==> src/rtl/fl_layer_pkg.sv <==
package fl_layer_pkg;
   localparam int FL_WORD_W_DEF = 32;
   localparam int FL_ROT_DEF    = 1;

   typedef enum logic {
      FL_DIR_FWD = 1'b0,
      FL_DIR_INV = 1'b1
   } fl_dir_e;
endpackage

==> src/rtl/fl_rotl.sv <==
module fl_rotl #(
   parameter int W = 32,
   parameter int S = 1
) (
   input  logic [W-1:0] x,
   output logic [W-1:0] y
);
   generate
      if (S < 1 || S >= W) begin : g_bad_shift
         $error("fl_rotl: shift must lie in 1..W-1");
      end
   endgenerate

   assign y = {x[W-S-1:0], x[W-1:W-S]};
endmodule

==> src/rtl/fl_half_unit.sv <==
module fl_half_unit
   import fl_layer_pkg::*;
#(
   parameter int      WORD_W = FL_WORD_W_DEF,
   parameter int      ROT    = FL_ROT_DEF,
   parameter fl_dir_e DIR    = FL_DIR_FWD,
   localparam int     HALF_W = 2 * WORD_W
) (
   input  logic [HALF_W-1:0] din,
   input  logic [HALF_W-1:0] key,
   output logic [HALF_W-1:0] dout
);
   logic [WORD_W-1:0] d_hi, d_lo, k_hi, k_lo;
   logic [WORD_W-1:0] and_w, rot_w;

   assign d_hi = din[HALF_W-1:WORD_W];
   assign d_lo = din[WORD_W-1:0];
   assign k_hi = key[HALF_W-1:WORD_W];
   assign k_lo = key[WORD_W-1:0];

   fl_rotl #(.W(WORD_W), .S(ROT)) u_rot (.x(and_w), .y(rot_w));

   generate
      if (WORD_W < 2) begin : g_bad_width
         $error("fl_half_unit: WORD_W must be at least 2");
      end

      if (DIR == FL_DIR_FWD) begin : g_fwd
         logic [WORD_W-1:0] new_lo, new_hi;
         assign and_w  = d_hi & k_hi;
         assign new_lo = rot_w ^ d_lo;
         assign new_hi = (new_lo | k_lo) ^ d_hi;
         assign dout   = {new_hi, new_lo};
      end else begin : g_inv
         logic [WORD_W-1:0] old_hi, old_lo;
         assign old_hi = (d_lo | k_lo) ^ d_hi;
         assign and_w  = old_hi & k_hi;
         assign old_lo = rot_w ^ d_lo;
         assign dout   = {old_hi, old_lo};
      end
   endgenerate
endmodule

==> src/rtl/fl_stage_reg.sv <==
module fl_stage_reg #(
   parameter int DATA_W     = 128,
   parameter bit RESET_DATA = 1'b1
) (
   input  logic              clk,
   input  logic              rst_n,
   input  logic              valid_d,
   input  logic [DATA_W-1:0] data_d,
   output logic              valid_q,
   output logic [DATA_W-1:0] data_q
);
   always_ff @(posedge clk or negedge rst_n) begin
      if (!rst_n) valid_q <= 1'b0;
      else        valid_q <= valid_d;
   end

   generate
      if (DATA_W < 1) begin : g_bad_width
         $error("fl_stage_reg: DATA_W must be positive");
      end

      if (RESET_DATA) begin : g_rst_data
         always_ff @(posedge clk or negedge rst_n) begin
            if (!rst_n)       data_q <= '0;
            else if (valid_d) data_q <= data_d;
         end
      end else begin : g_free_data
         always_ff @(posedge clk) begin
            if (valid_d) data_q <= data_d;
         end
      end
   endgenerate


   valid_delay_chk: assert property (@(posedge clk) disable iff (!rst_n)
      $past(rst_n) |-> (valid_q == $past(valid_d)));


   idle_hold_chk: assert property (@(posedge clk) disable iff (!rst_n)
      ($past(rst_n) && !$past(valid_d)) |-> $stable(data_q));
endmodule

==> src/rtl/fl_layer_pipe.sv <==
module fl_layer_pipe
   import fl_layer_pkg::*;
#(
   parameter int  WORD_W     = FL_WORD_W_DEF,
   parameter int  ROT        = FL_ROT_DEF,
   parameter bit  RESET_DATA = 1'b1,
   localparam int HALF_W     = 2 * WORD_W,
   localparam int BLK_W      = 2 * HALF_W
) (
   input  logic              clk,
   input  logic              rst_n,
   input  logic              valid_in,
   input  logic [BLK_W-1:0]  state_in,
   input  logic [HALF_W-1:0] kl_a,
   input  logic [HALF_W-1:0] kl_b,
   output logic              valid_out,
   output logic [BLK_W-1:0]  state_out
);
   logic [HALF_W-1:0] fwd_half, inv_half;

   // upper half forward with kl_a, lower half inverse with kl_b
   fl_half_unit #(.WORD_W(WORD_W), .ROT(ROT), .DIR(FL_DIR_FWD)) u_fwd (
      .din  (state_in[BLK_W-1:HALF_W]),
      .key  (kl_a),
      .dout (fwd_half)
   );

   fl_half_unit #(.WORD_W(WORD_W), .ROT(ROT), .DIR(FL_DIR_INV)) u_inv (
      .din  (state_in[HALF_W-1:0]),
      .key  (kl_b),
      .dout (inv_half)
   );

   fl_stage_reg #(.DATA_W(BLK_W), .RESET_DATA(RESET_DATA)) u_stage (
      .clk     (clk),
      .rst_n   (rst_n),
      .valid_d (valid_in),
      .data_d  ({fwd_half, inv_half}),
      .valid_q (valid_out),
      .data_q  (state_out)
   );

   function automatic logic [WORD_W-1:0] rot_w(input logic [WORD_W-1:0] v);
      return (v << ROT) | (v >> (WORD_W - ROT));
   endfunction

   function automatic logic [HALF_W-1:0] undo_fwd(input logic [HALF_W-1:0] y,
                                                  input logic [HALF_W-1:0] k);
      logic [WORD_W-1:0] hi, lo;
      hi = (y[WORD_W-1:0] | k[WORD_W-1:0]) ^ y[HALF_W-1:WORD_W];
      lo = rot_w(hi & k[HALF_W-1:WORD_W]) ^ y[WORD_W-1:0];
      return {hi, lo};
   endfunction

   function automatic logic [HALF_W-1:0] undo_inv(input logic [HALF_W-1:0] x,
                                                  input logic [HALF_W-1:0] k);
      logic [WORD_W-1:0] hi, lo;
      lo = rot_w(x[HALF_W-1:WORD_W] & k[HALF_W-1:WORD_W]) ^ x[WORD_W-1:0];
      hi = (lo | k[WORD_W-1:0]) ^ x[HALF_W-1:WORD_W];
      return {hi, lo};
   endfunction


   fwd_roundtrip_chk: assert property (@(posedge clk) disable iff (!rst_n)
      ($past(rst_n) && $past(valid_in)) |->
      (undo_fwd(state_out[BLK_W-1:HALF_W], $past(kl_a)) == $past(state_in[BLK_W-1:HALF_W])));


   inv_roundtrip_chk: assert property (@(posedge clk) disable iff (!rst_n)
      ($past(rst_n) && $past(valid_in)) |->
      (undo_inv(state_out[HALF_W-1:0], $past(kl_b)) == $past(state_in[HALF_W-1:0])));
endmodule

==> config.mk <==
export PLATFORM = sky130hd
export DESIGN_NAME = fl_layer_pipe
export DESIGN_NICKNAME = d
export VERILOG_FILES = /design/src/rtl/fl_layer_pkg.sv /design/src/rtl/fl_rotl.sv /design/src/rtl/fl_half_unit.sv /design/src/rtl/fl_stage_reg.sv /design/src/rtl/fl_layer_pipe.sv
export SDC_FILE = /design/constraint.sdc
export NUM_CORES = 1
export LEC_CHECK = 0
export CORE_AREA = 2 2 150 152
export DETAILED_ROUTE_END_ITERATION = 12
export DIE_AREA = 0 0 152 154
export HOLD_SLACK_MARGIN = 0.03
export MAX_ROUTING_LAYER = met4
export PLACE_DENSITY_LB_ADDON = 0.15
export SLEW_MARGIN = 25
export SYNTH_ARGS = -nofsm -noshare
export SYNTH_HDL_FRONTEND = slang
export SYNTH_SLANG_ARGS = --single-unit
==> constraint.sdc <==
create_clock -name clk -period 0.9 [get_ports clk]
set_clock_uncertainty 0.2 [all_clocks]
set_input_delay 0.09 -clock clk [delete_from_list [all_inputs] [get_ports clk]]
set_output_delay 0.09 -clock clk [all_outputs]
set_load 0.01 [all_outputs]
# [After elaboration in Yosys (flattened, before gate mapping)]
# Index checks and enable logic that the tools add are counted.
# W data, S select, Z words.
[word_totals] wordCells=10 output_inout_bits=129 ff_bits=129
[op_classes] bitwise=8
[ops] op="$xor A32 B32 Y32" count=4
[ops] op="$and A32 B32 Y32" count=2
[ops] op="$or A32 B32 Y32" count=2

# [Depth between registers and ports, before layout]
# Gate-level depths: netlist of run 1.
[depth] depth_word=4 mapped_depth=5

# [Cells and area by module]
# From an unflattened synthesis of run 1, not the netlist that was laid out.
[hier_totals] cells_unflattened=623 hier_area_um2=7249.5
[by_module_without_submodules] mod="fl_stage_reg" cells_each=271 seq_area_each_um2=3228.1 n_inst=1 area_each_um2=4847.1
[by_module_without_submodules] mod="fl_half_unit (u_inv)" cells_each=160 seq_area_each_um2=0.0 n_inst=1 area_each_um2=1041.0
[by_module_without_submodules] mod="fl_half_unit (u_fwd)" cells_each=128 seq_area_each_um2=0.0 n_inst=1 area_each_um2=880.8
[by_module_without_submodules] mod="fl_rotl" cells_each=32 seq_area_each_um2=0.0 n_inst=2 area_each_um2=240.2

# [Least setup slack after synthesis of run 1]
# Ideal clock, no wire load.
[synth_timing] path_kind="in2reg" from="in state_in[28]" to="reg u_stage.data_q[29]" setup_time_ns=0.081 cell_stages=3 slack_ns=-0.207 t_arrival_ns=0.826 path_cell_list="or3_4 a31o_1 a31oi_2"
[synth_via] elab_chain_cells=4
[synth_rtl] element="start: declaration" line_no="fl_layer_pipe.sv:13" text="input logic [BLK_W-1:0] state_in,"
[synth_rtl] element="$or A32 B32 Y32" line_no="fl_half_unit.sv:36" text="assign old_hi = (d_lo | k_lo) ^ d_hi;"
[synth_rtl] element="$xor A32 B32 Y32" line_no="fl_half_unit.sv:36"
[synth_rtl] element="$and A32 B32 Y32" line_no="fl_half_unit.sv:37" text="assign and_w = old_hi & k_hi;"
[synth_rtl] element="$xor A32 B32 Y32" line_no="fl_half_unit.sv:38" text="assign old_lo = rot_w ^ d_lo;"
[synth_rtl] element="end signal: assignment" line_no="fl_stage_reg.sv:25" text="else if (valid_d) data_q <= data_d;"
[synth_rtl] element="end: declaration" line_no="fl_stage_reg.sv:10" text="output logic [DATA_W-1:0] data_q"
# No other way between the ends.
# A chain may end at the register's enable or synchronous reset.

# [Final worst setup path of run 1]
[layout_timing] from="reg u_stage.data_q[1]" to="out state_out[1]"
[layout_lines] element="end: declaration" line_no="fl_layer_pipe.sv:17" text="output logic [BLK_W-1:0] state_out"
# No word-level cell between the ends.

==> impl_metrics.env, run 1 <==
export IMPL_gp_congestion=0.856
export IMPL_vias=8511
export IMPL_dp_cells=1610
export IMPL_yosysMostFrequentCell="dfrtp_1"
export IMPL_synth_compound_area_share_pct=22.9
export IMPL_nets=1668
export IMPL_drtIter0Drc=307
export IMPL_synth_top_area_cell="dfrtp_1"
export IMPL_path_buf_inv=1
export IMPL_cp_cell_sequence="buf_6"
export IMPL_synth_area_top_cells="dfrtp_1 (45%), or3_4 (5.0%), a21oi_1 (4.4%)"
export IMPL_intPower_uw=14300
export IMPL_finalHoldViolations=169
export IMPL_crit_type="register to output port"
export IMPL_maxSlewViolCount=0
export IMPL_async_flop_share_pct=100
export IMPL_hold_class="input port to asynchronous set/reset pin"
export IMPL_overflow=0
export IMPL_cts_htree_levels=4
export IMPL_drive_gt1_share_pct=40.8
export IMPL_yosysWarnings=0
export IMPL_syn_avg_cell_area_um2=9.05
export IMPL_violations="hold timing, setup timing"
export IMPL_power_uw=20000
export IMPL_worstSetupStartpointType="register"
export IMPL_wl_per_cell_um=15.7
export IMPL_cts_sinks=129
export IMPL_ir_worst_vdd_mv=1.02
export IMPL_grt_total_usage_pct=22.7
export IMPL_ant_nets=0
export IMPL_hold_buffers=4
export IMPL_cts_tree="done"
export IMPL_synth_sequential_area_ratio_pct=44.8
export IMPL_final_period_utilization_pct=140
export IMPL_core_area_um2=21700
export IMPL_port_buffers=387
export IMPL_dieWidth_um=152
export IMPL_synth_xor_area_share_pct=3.89
export IMPL_wl_um=26700
export IMPL_tightest_slew_ns=0.384
export IMPL_fin_cells=1705
export IMPL_status="finished, violations left"
export IMPL_crit_path_end_kind="output port"
export IMPL_power_share_sequential_pct=34.7
export IMPL_grt_setup_unrepaired="true"
export IMPL_synth_top_family_by_area="simple AND/OR/NAND/NOR gates"
export IMPL_arrival_ns=0.97
export IMPL_yosysUniqueCellTypes=21
export IMPL_route_detailed_drc=0
export IMPL_synthAdderAreaFrac_pct=0
export IMPL_cpLargestDelayFamily="flip-flops"
export IMPL_setup_ws_ns=-0.359
export IMPL_placementRows=54
export IMPL_clock_latency_ns=0.41
export IMPL_synth_top_area_share_pct=44.8
export IMPL_fill_cells=1928
export IMPL_clockPowerShare_pct=34.8
export IMPL_antenna_found_initial=3
export IMPL_syn_num_nets=1056
export IMPL_powerDensity_nw_per_um2=1420
export IMPL_cts_buffer_depth=2
export IMPL_clk_pin_slew_ns=0.06
export IMPL_grt_pass1_vias=8365
export IMPL_fin_area_um2=14100
export IMPL_start_util_pct=33.3
export IMPL_synthMuxAreaShare_pct=0
export IMPL_first_pass_iters=5
export IMPL_relSlewSlack_pct=74.4
export IMPL_pwr_share_comb_pct=30.5
export IMPL_syn_area_um2=7210
export IMPL_fmax_mhz=794
export IMPL_grt_max_degree=70
export IMPL_finalCriticalPeriod_ns=1.26
export IMPL_crit_required_ns=0.61
export IMPL_vias_per_cell=4.99
export IMPL_power_switching_uw=5760
export IMPL_sw_frac_of_total_pct=28.8
export IMPL_cts_root_buffer_cell="clkbuf_16"
export IMPL_slowest_stage="dfrtp_1"
export IMPL_setup_viol=181
export IMPL_path_max_fanout=2
export IMPL_io_pins=388
export IMPL_synth_edf_count=0
export IMPL_cap_violations=0
export IMPL_fp_dieArea_um2=23400
export IMPL_syn_inst=797
export IMPL_fp_dieH_um=154
export IMPL_dp_final_hpwl_um=20100
export IMPL_place_area_um2=12900
export IMPL_area_growth_pct=95.1
export IMPL_ys_ff_latch=129
export IMPL_synthSimpleGateAreaFrac_pct=23.3
export IMPL_cts_buffers=17
export IMPL_ys_flop_type="dfrtp_1"
export IMPL_cpPeakStageDelay_ns=0.41
export IMPL_power_leakage_uw=0.00656
export IMPL_grt_pass1_wl_um=41600
export IMPL_whs_ns=-0.693
-- routing by layer --
metal,global-route usage (%),routed length [µm]
met5,-,0
met4,10.5,1050
met3,5.95,1640
met2,38.9,13900
met1,24.8,10200
-- logic make-up after synthesis --
family,Yosys count
flip-flops,129
XOR/XNOR,32
AO/OA/AOI/OAI,256
buffers and inverters,92
AND/OR/NAND/NOR,288
-- power groups by stage --
stage	registers, µW	clock network (µW)	logic (µW)
2_1_floorplan	7230	0	1490
3_3_place_gp	6900	0	5690
3_5_place_dp	6930	0	5740
4_1_cts	6900	7120	5620
5_1_grt	7030	7400	6630
6_report	6950	6970	6120
-- path summary, 6_finish.rpt --
path	start	endpoint	slack, ns	cells past startpoint
max in group asynchronous	rst_n	u_stage.data_q[6]	0.08	3
setup reg to reg	u_stage.data_q[80]	u_stage.data_q[80]	-0.11	3
hold / removal	rst_n	u_stage.data_q[3]	-0.69	1
hold reg to reg	u_stage.data_q[114]	u_stage.data_q[114]	0.28	2
min in group clk	valid_in	u_stage.valid_q	-0.36	1
setup / recovery	u_stage.data_q[1]	state_out[1]	-0.36	1
-- layout make-up --
class,instances,area (µm²),area share [%]
Timing Repair Buffer,620,5470,38.8
Multi-Input combinational cell,576,4180,29.7
Sequential cell,129,3230,22.9
Clock buffer,21,470,3.34
Tap cell,280,350,2.49
Inverter,65,244,1.73
Clock inverter,11,129,0.916
Antenna cell,3,7.51,0.0534
-- worst reg2reg max path, stage by stage, from the launching register on --
cell	delay, ns
dfrtp_1	0.40
buf_4	0.14
nor2_1	0.08
a21oi_1	0.06
-- flip-flops by register name (all words and copies together), names as in the netlist --
name / flops
u_stage.data_q: 128
u_stage.valid_q: 1
-- through the flow --
stage / util [%] / hold slack, ns / setup WS, ns / setup TNS (ns)
after CTS: 62.3 / -0.703 / -0.374 / -48.17
after floorplan: - / -0.406 / -0.166 / -8.12
after detailed placement: 59.3 / -0.242 / -0.771 / -110.15
final: 64.9 / -0.693 / -0.359 / -45.17
after global placement: 59.3 / -0.244 / -0.776 / -107.72
after global routing: 64.9 / -0.701 / -0.393 / -51.50
-- placed cells by master, fill, tap and decap left out, types with 32 or more instances in the layout --
cell and n:
a211o_1 32, a21oi_1 51, a31o_1 32, buf_2 57, buf_4 178, buf_6 132, clkdlybuf4s15_1 45, clkdlybuf4s50_1 32
dfrtp_1 129, dlygate4sd2_1 153, inv_1 52, nand2_1 50, nand4_1 32, nand4b_1 32, nor2_1 40, o21ai_1 32
or3_4 32, xor2_1 32
-- timing repair --
| action | 4_1_cts | 5_1_grt |
|---|---|---|
| pin swaps | 171 | 97 |
| endpoints found under the setup margin | 243 | 255 |
| setup buffers | 47 | 32 |
| hold endpoints to repair | 258 | 177 |
| gates resized for setup | 957 | 190 |
No activity file was read; power rests on OpenSTA's default activity.
==> run 2, diff against run 1 <==
Settings changed: ABC_AREA set to 1.
==> run 2 against run 1 <==
The flow still finishes with violations (hold timing, setup timing); core utilization up 0.23 points; non-clock buffer count down 26; sequential share of layout area down 0.081 points; critical endpoint is now state_out[80]; flip-flop and latch count unchanged; setup slack worse by 0.023 ns; register-to-register slack worse by 0.04 ns; first-iteration DRC count up 45%; clock power down 8.6%; routed wire length up 6.7%; hold slack better by 0.49 ns; area after synthesis down 0.49%.
==> impl_metrics.env, run 2 <==
export IMPL_synth_area_top_cells="dfrtp_1 (45%), nand2_1 (18%), nand3_1 (8.9%)"
export IMPL_tightest_slew_ns=0.296
export IMPL_cts_buffer_depth=2
export IMPL_vias=9000
export IMPL_cts_htree_levels=4
export IMPL_drtIter0Drc=445
export IMPL_nets=1866
export IMPL_port_buffers=387
export IMPL_syn_inst=1021
export IMPL_cts_root_buffer_cell="clkbuf_16"
export IMPL_fin_setup_tns_ns=-44.65
export IMPL_power_leakage_uw=0.00792
export IMPL_reg_top3="u_stage.data_q: 128 flops, u_stage.valid_q: 1 flops"
export IMPL_ant_nets=0
export IMPL_syn_area_um2=7180
export IMPL_power_uw=19300
export IMPL_wl_um=28500
export IMPL_synth_top_family_by_area="simple AND/OR/NAND/NOR gates"
export IMPL_top_register="u_stage.data_q"
export IMPL_area_growth_pct=96.7
export IMPL_synthSimpleGateAreaFrac_pct=38.5
export IMPL_grt_setup_unrepaired="true"
export IMPL_grt_max_degree=53
export IMPL_place_area_um2=12600
export IMPL_status="finished, violations left"
export IMPL_cpPeakStageDelay_ns=0.42
export IMPL_fin_area_um2=14100
export IMPL_synth_top_area_share_pct=45.0
export IMPL_fp_dieArea_um2=23400
export IMPL_crit_path_end_kind="output port"
export IMPL_dp_final_hpwl_um=21300
export IMPL_grt_total_usage_pct=23.9
export IMPL_crit_type="register to output port"
export IMPL_dieWidth_um=152
export IMPL_yosysWarnings=0
export IMPL_relSlewSlack_pct=80.2
export IMPL_maxSlewViolCount=0
export IMPL_antenna_found_initial=7
export IMPL_cts_tree="done"
export IMPL_synth_edf_count=0
export IMPL_io_pins=388
export IMPL_hold_class="input port to register"
export IMPL_synth_compound_area_share_pct=7.81
export IMPL_gp_congestion=0.852
export IMPL_start_util_pct=33.1
export IMPL_synthMuxAreaShare_pct=0
export IMPL_setup_ws_ns=-0.382
export IMPL_fp_dieH_um=154
export IMPL_syn_avg_cell_area_um2=7.03
export IMPL_wl_per_cell_um=15.0
export IMPL_final_period_utilization_pct=142
export IMPL_cpLargestDelayFamily="flip-flops"
export IMPL_synth_sequential_area_ratio_pct=45.0
export IMPL_fill_cells=1919
export IMPL_async_flop_share_pct=100
export IMPL_first_pass_iters=5
export IMPL_placementRows=54
export IMPL_synthAdderAreaFrac_pct=0
export IMPL_yosysMostFrequentCell="nand2_1"
export IMPL_drive_gt1_share_pct=30.1
export IMPL_arrival_ns=0.99
export IMPL_grt_pass1_vias=8626
export IMPL_final_common_cell="nand2_1"
export IMPL_largest_reg_flops=128
export IMPL_ys_ff_latch=129
export IMPL_clk_pin_slew_ns=0.06
export IMPL_dp_cells=1820
export IMPL_grt_pass1_wl_um=43300
export IMPL_yosysUniqueCellTypes=13
export IMPL_setup_viol=174
export IMPL_fin_cells=1907
export IMPL_synth_top_area_cell="dfrtp_1"
export IMPL_cts_sinks=129
export IMPL_clock_latency_ns=0.41
export IMPL_route_detailed_drc=0
export IMPL_fmax_mhz=780
export IMPL_ir_worst_vdd_mv=0.920
export IMPL_reg2reg_slack_ns=-0.15
export IMPL_slowest_stage="dfrtp_1"
export IMPL_whs_ns=-0.206
export IMPL_ys_flop_type="dfrtp_1"
export IMPL_cts_buffers=17
export IMPL_powerDensity_nw_per_um2=1370
export IMPL_finalHoldViolations=115
export IMPL_path_max_fanout=2
export IMPL_hold_buffers=1
export IMPL_finalCriticalPeriod_ns=1.28
export IMPL_vias_per_cell=4.72
export IMPL_crit_required_ns=0.61
export IMPL_violations="hold timing, setup timing"
export IMPL_cap_violations=0
export IMPL_core_area_um2=21700
export IMPL_cp_cell_sequence="buf_2"
export IMPL_overflow=0
export IMPL_synth_commonest_cells="nand2_1 (352), dfrtp_1 (129), inv_1 (128), nand3_1 (128), nor2_1 (96)"
export IMPL_final_cell_mix="nand2_1 (297), buf_4 (156), dfrtp_1 (129)"
export IMPL_path_buf_inv=1
export IMPL_synth_xor_area_share_pct=0
export IMPL_syn_num_nets=1280
export IMPL_worstSetupStartpointType="register"
[run 2: area by class of cell]
cell class / count / area [µm²] / share of cell area (%)
diodes: 7 / 17.5 / 0.124
multi-input cells: 736 / 3750 / 26.5
flip-flops and latches: 129 / 3230 / 22.9
clock inverters: 14 / 106 / 0.753
repair buffers: 594 / 5760 / 40.8
inverters: 129 / 484 / 3.43
clock buffers: 18 / 429 / 3.04
well taps: 280 / 350 / 2.48
[run 2: stage by stage]
step	utilization, %	worst slack (ns)
final	65.1	-0.382
after global routing	65.1	-0.424
after CTS	60.6	-0.408
after detailed placement	58.0	-0.687
after global placement	58.0	-0.636
after floorplan	-	0.0361
[run 2: path summary, 6_finish.rpt]
check                                   start                  to  cells past startpoint
min in group asynchronous               rst_n  u_stage.data_q[51]                      3
max reg2reg                u_stage.data_q[31]  u_stage.data_q[31]                      4
max                        u_stage.data_q[80]       state_out[80]                      1
max in group asynchronous               rst_n  u_stage.data_q[96]                      3
min reg2reg                u_stage.data_q[16]  u_stage.data_q[16]                      2
min                              state_in[60]  u_stage.data_q[60]                      4
[run 2: where the power goes]
group / leakage [µW] / internal [µW] / switching [µW]
combinational: 0.00616 / 3360 / 2620
sequential: 0.00150 / 6450 / 475
clock: 0.000254 / 3550 / 2820
total: 0.00792 / 13400 / 5920
[run 2: cell families after synthesis]
| group | after synthesis |
|---|---|
| simple gates | 640 |
| compound gates | 96 |
| flops | 129 |
| buf+inv | 156 |
[run 2: worst min-delay path: cells and delay by family]
kind,cells,cell delay [ns]
buffers and inverters,2,0.15
AOI/OAI and AO/OA,2,0.13
[run 2: timing repair]
item	CTS	global route
buffers inserted	26	43
setup endpoints to repair	181	226
hold endpoints to repair	227	112
pin swaps	29	109
resized for setup	740	239
[run 2: layer usage]
| layer | vias up | global-route usage [%] | routed length [µm] |
|---|---|---|---|
| met3 | 41 | 7.07 | 2130 |
| met5 | - | - | 0 |
| li1 | 4517 | - | - |
| met2 | 321 | 40.7 | 14400 |
| met4 | 0 | 7.21 | 590 |
| met1 | 4121 | 27.2 | 11400 |
==> run 3, diff against run 2 <==
Settings changed: SKIP_CTS_REPAIR_TIMING set to 1.
==> run 3 against run 2 <==
The flow still finishes with violations (hold timing, setup timing); final area increased by 0.12%; critical path depth did not move; first-iteration DRC count decreased by 22%; non-clock buffer count is 3 lower; critical path type unchanged.
==> impl_metrics.env, run 3 (synthesis results as in run 2) <==
export IMPL_drive_gt1_share_pct=29.8
export IMPL_fmax_mhz=786
export IMPL_fp_dieArea_um2=23400
export IMPL_grt_total_usage_pct=23.3
export IMPL_whs_ns=-0.208
export IMPL_route_detailed_drc=0
export IMPL_final_common_cell="nand2_1"
export IMPL_wl_um=28400
export IMPL_cts_root_buffer_cell="clkbuf_16"
export IMPL_status="finished, violations left"
export IMPL_violations="hold timing, setup timing"
export IMPL_fin_setup_tns_ns=-44.27
export IMPL_r2r_start="u_stage.data_q[63]"
export IMPL_fp_dieH_um=154
export IMPL_cts_buffers=17
export IMPL_antenna_found_initial=8
export IMPL_finalHoldViolations=124
export IMPL_holdCritStartpoint="state_in[60]"
export IMPL_cts_htree_levels=4
export IMPL_crit_type="register to output port"
export IMPL_nets=1863
export IMPL_vias=8962
export IMPL_path_buf_inv=1
export IMPL_grt_pass1_vias=8470
export IMPL_crit_required_ns=0.61
export IMPL_cts_tree="done"
export IMPL_drtIter0Drc=349
export IMPL_slowest_stage="dfrtp_1"
export IMPL_reg2reg_slack_ns=-0.13
export IMPL_cts_buffer_depth=2
export IMPL_port_buffers=387
export IMPL_fill_cells=1901
export IMPL_top_register="u_stage.data_q"
export IMPL_grt_max_degree=53
export IMPL_start_util_pct=33.1
export IMPL_io_pins=388
export IMPL_grt_pass1_wl_um=42400
export IMPL_ir_worst_vdd_mv=0.920
export IMPL_reg_top3="u_stage.data_q: 128 flops, u_stage.valid_q: 1 flops"
export IMPL_powerDensity_nw_per_um2=1350
export IMPL_final_period_utilization_pct=141
export IMPL_overflow=0
export IMPL_clk_pin_slew_ns=0.06
export IMPL_worstSetupStartpointType="register"
export IMPL_core_area_um2=21700
export IMPL_cpPeakStageDelay_ns=0.42
export IMPL_power_leakage_uw=0.00825
export IMPL_largest_reg_flops=128
export IMPL_tightest_slew_ns=0.303
export IMPL_first_pass_iters=5
export IMPL_clock_latency_ns=0.42
export IMPL_maxSlewViolCount=0
export IMPL_cpLargestDelayFamily="flip-flops"
export IMPL_finalCriticalPeriod_ns=1.27
export IMPL_relSlewSlack_pct=79.8
export IMPL_vias_per_cell=4.70
export IMPL_arrival_ns=0.98
export IMPL_final_cell_mix="nand2_1 (297), buf_4 (157), dlymetal6s2s_1 (152)"
export IMPL_placementRows=54
export IMPL_hold_class="input port to register"
export IMPL_setup_ws_ns=-0.373
export IMPL_wl_per_cell_um=14.9
export IMPL_path_max_fanout=2
export IMPL_cts_sinks=129
export IMPL_gp_congestion=0.852
export IMPL_area_growth_pct=96.9
export IMPL_grt_setup_unrepaired="true"
export IMPL_dieWidth_um=152
export IMPL_cp_cell_sequence="clkbuf_2"
export IMPL_cap_violations=0
export IMPL_crit_path_end_kind="output port"
export IMPL_dp_final_hpwl_um=21300
export IMPL_setup_viol=172
export IMPL_ant_nets=0
export IMPL_crit_start="u_stage.data_q[1]"
## run 3: through the flow
stage          instances  utilization, %  setup WS (ns)  total power, µW  instance area (µm²)
3_3_place_gp        1820            58.0         -0.636            12400                12600
2_1_floorplan       1021               -         0.0361             8610                 7180
5_1_grt             1905            65.2         -0.415            20200                14100
4_1_cts             1852            60.5         -0.829            18900                13100
3_5_place_dp        1820            58.0         -0.687            12500                12600
6_report            1906            65.2         -0.373            19100                14100
## run 3: worst paths after layout
kind	endpoint	cells after the start
max in group asynchronous	u_stage.data_q[96]	3
worst min register to register	u_stage.data_q[120]	2
worst min-delay path	u_stage.data_q[60]	4
worst max register to register	u_stage.data_q[63]	3
min in group asynchronous	u_stage.data_q[20]	3
worst max-delay path	state_out[1]	1
## run 3: power by group
| group | internal [µW] | switching [µW] | leakage, µW |
|---|---|---|---|
| registers | 6450 | 460 | 0.00150 |
| logic | 3270 | 2610 | 0.00650 |
| clock network | 3550 | 2800 | 0.000254 |
| total | 13300 | 5870 | 0.00825 |
## run 3: cell type report
type	count	area [µm²]	area share, %
Antenna cell	9	22.5	0.159
Clock buffer	18	429	3.04
Clock inverter	14	106	0.752
Inverter	129	484	3.43
Multi-Input combinational cell	736	3740	26.4
Sequential cell	129	3230	22.8
Tap cell	280	350	2.48
Timing Repair Buffer	591	5780	40.9
## run 3: routing by layer
| layer | vias up | track usage (%) | part of all wire (%) |
|---|---|---|---|
| li1 | 4514 | - | - |
| met1 | 4084 | 26.9 | 39 |
| met2 | 317 | 38.9 | 50 |
| met3 | 47 | 7.16 | 8.0 |
| met4 | 0 | 7.83 | 2.7 |
| met5 | - | - | 0 |
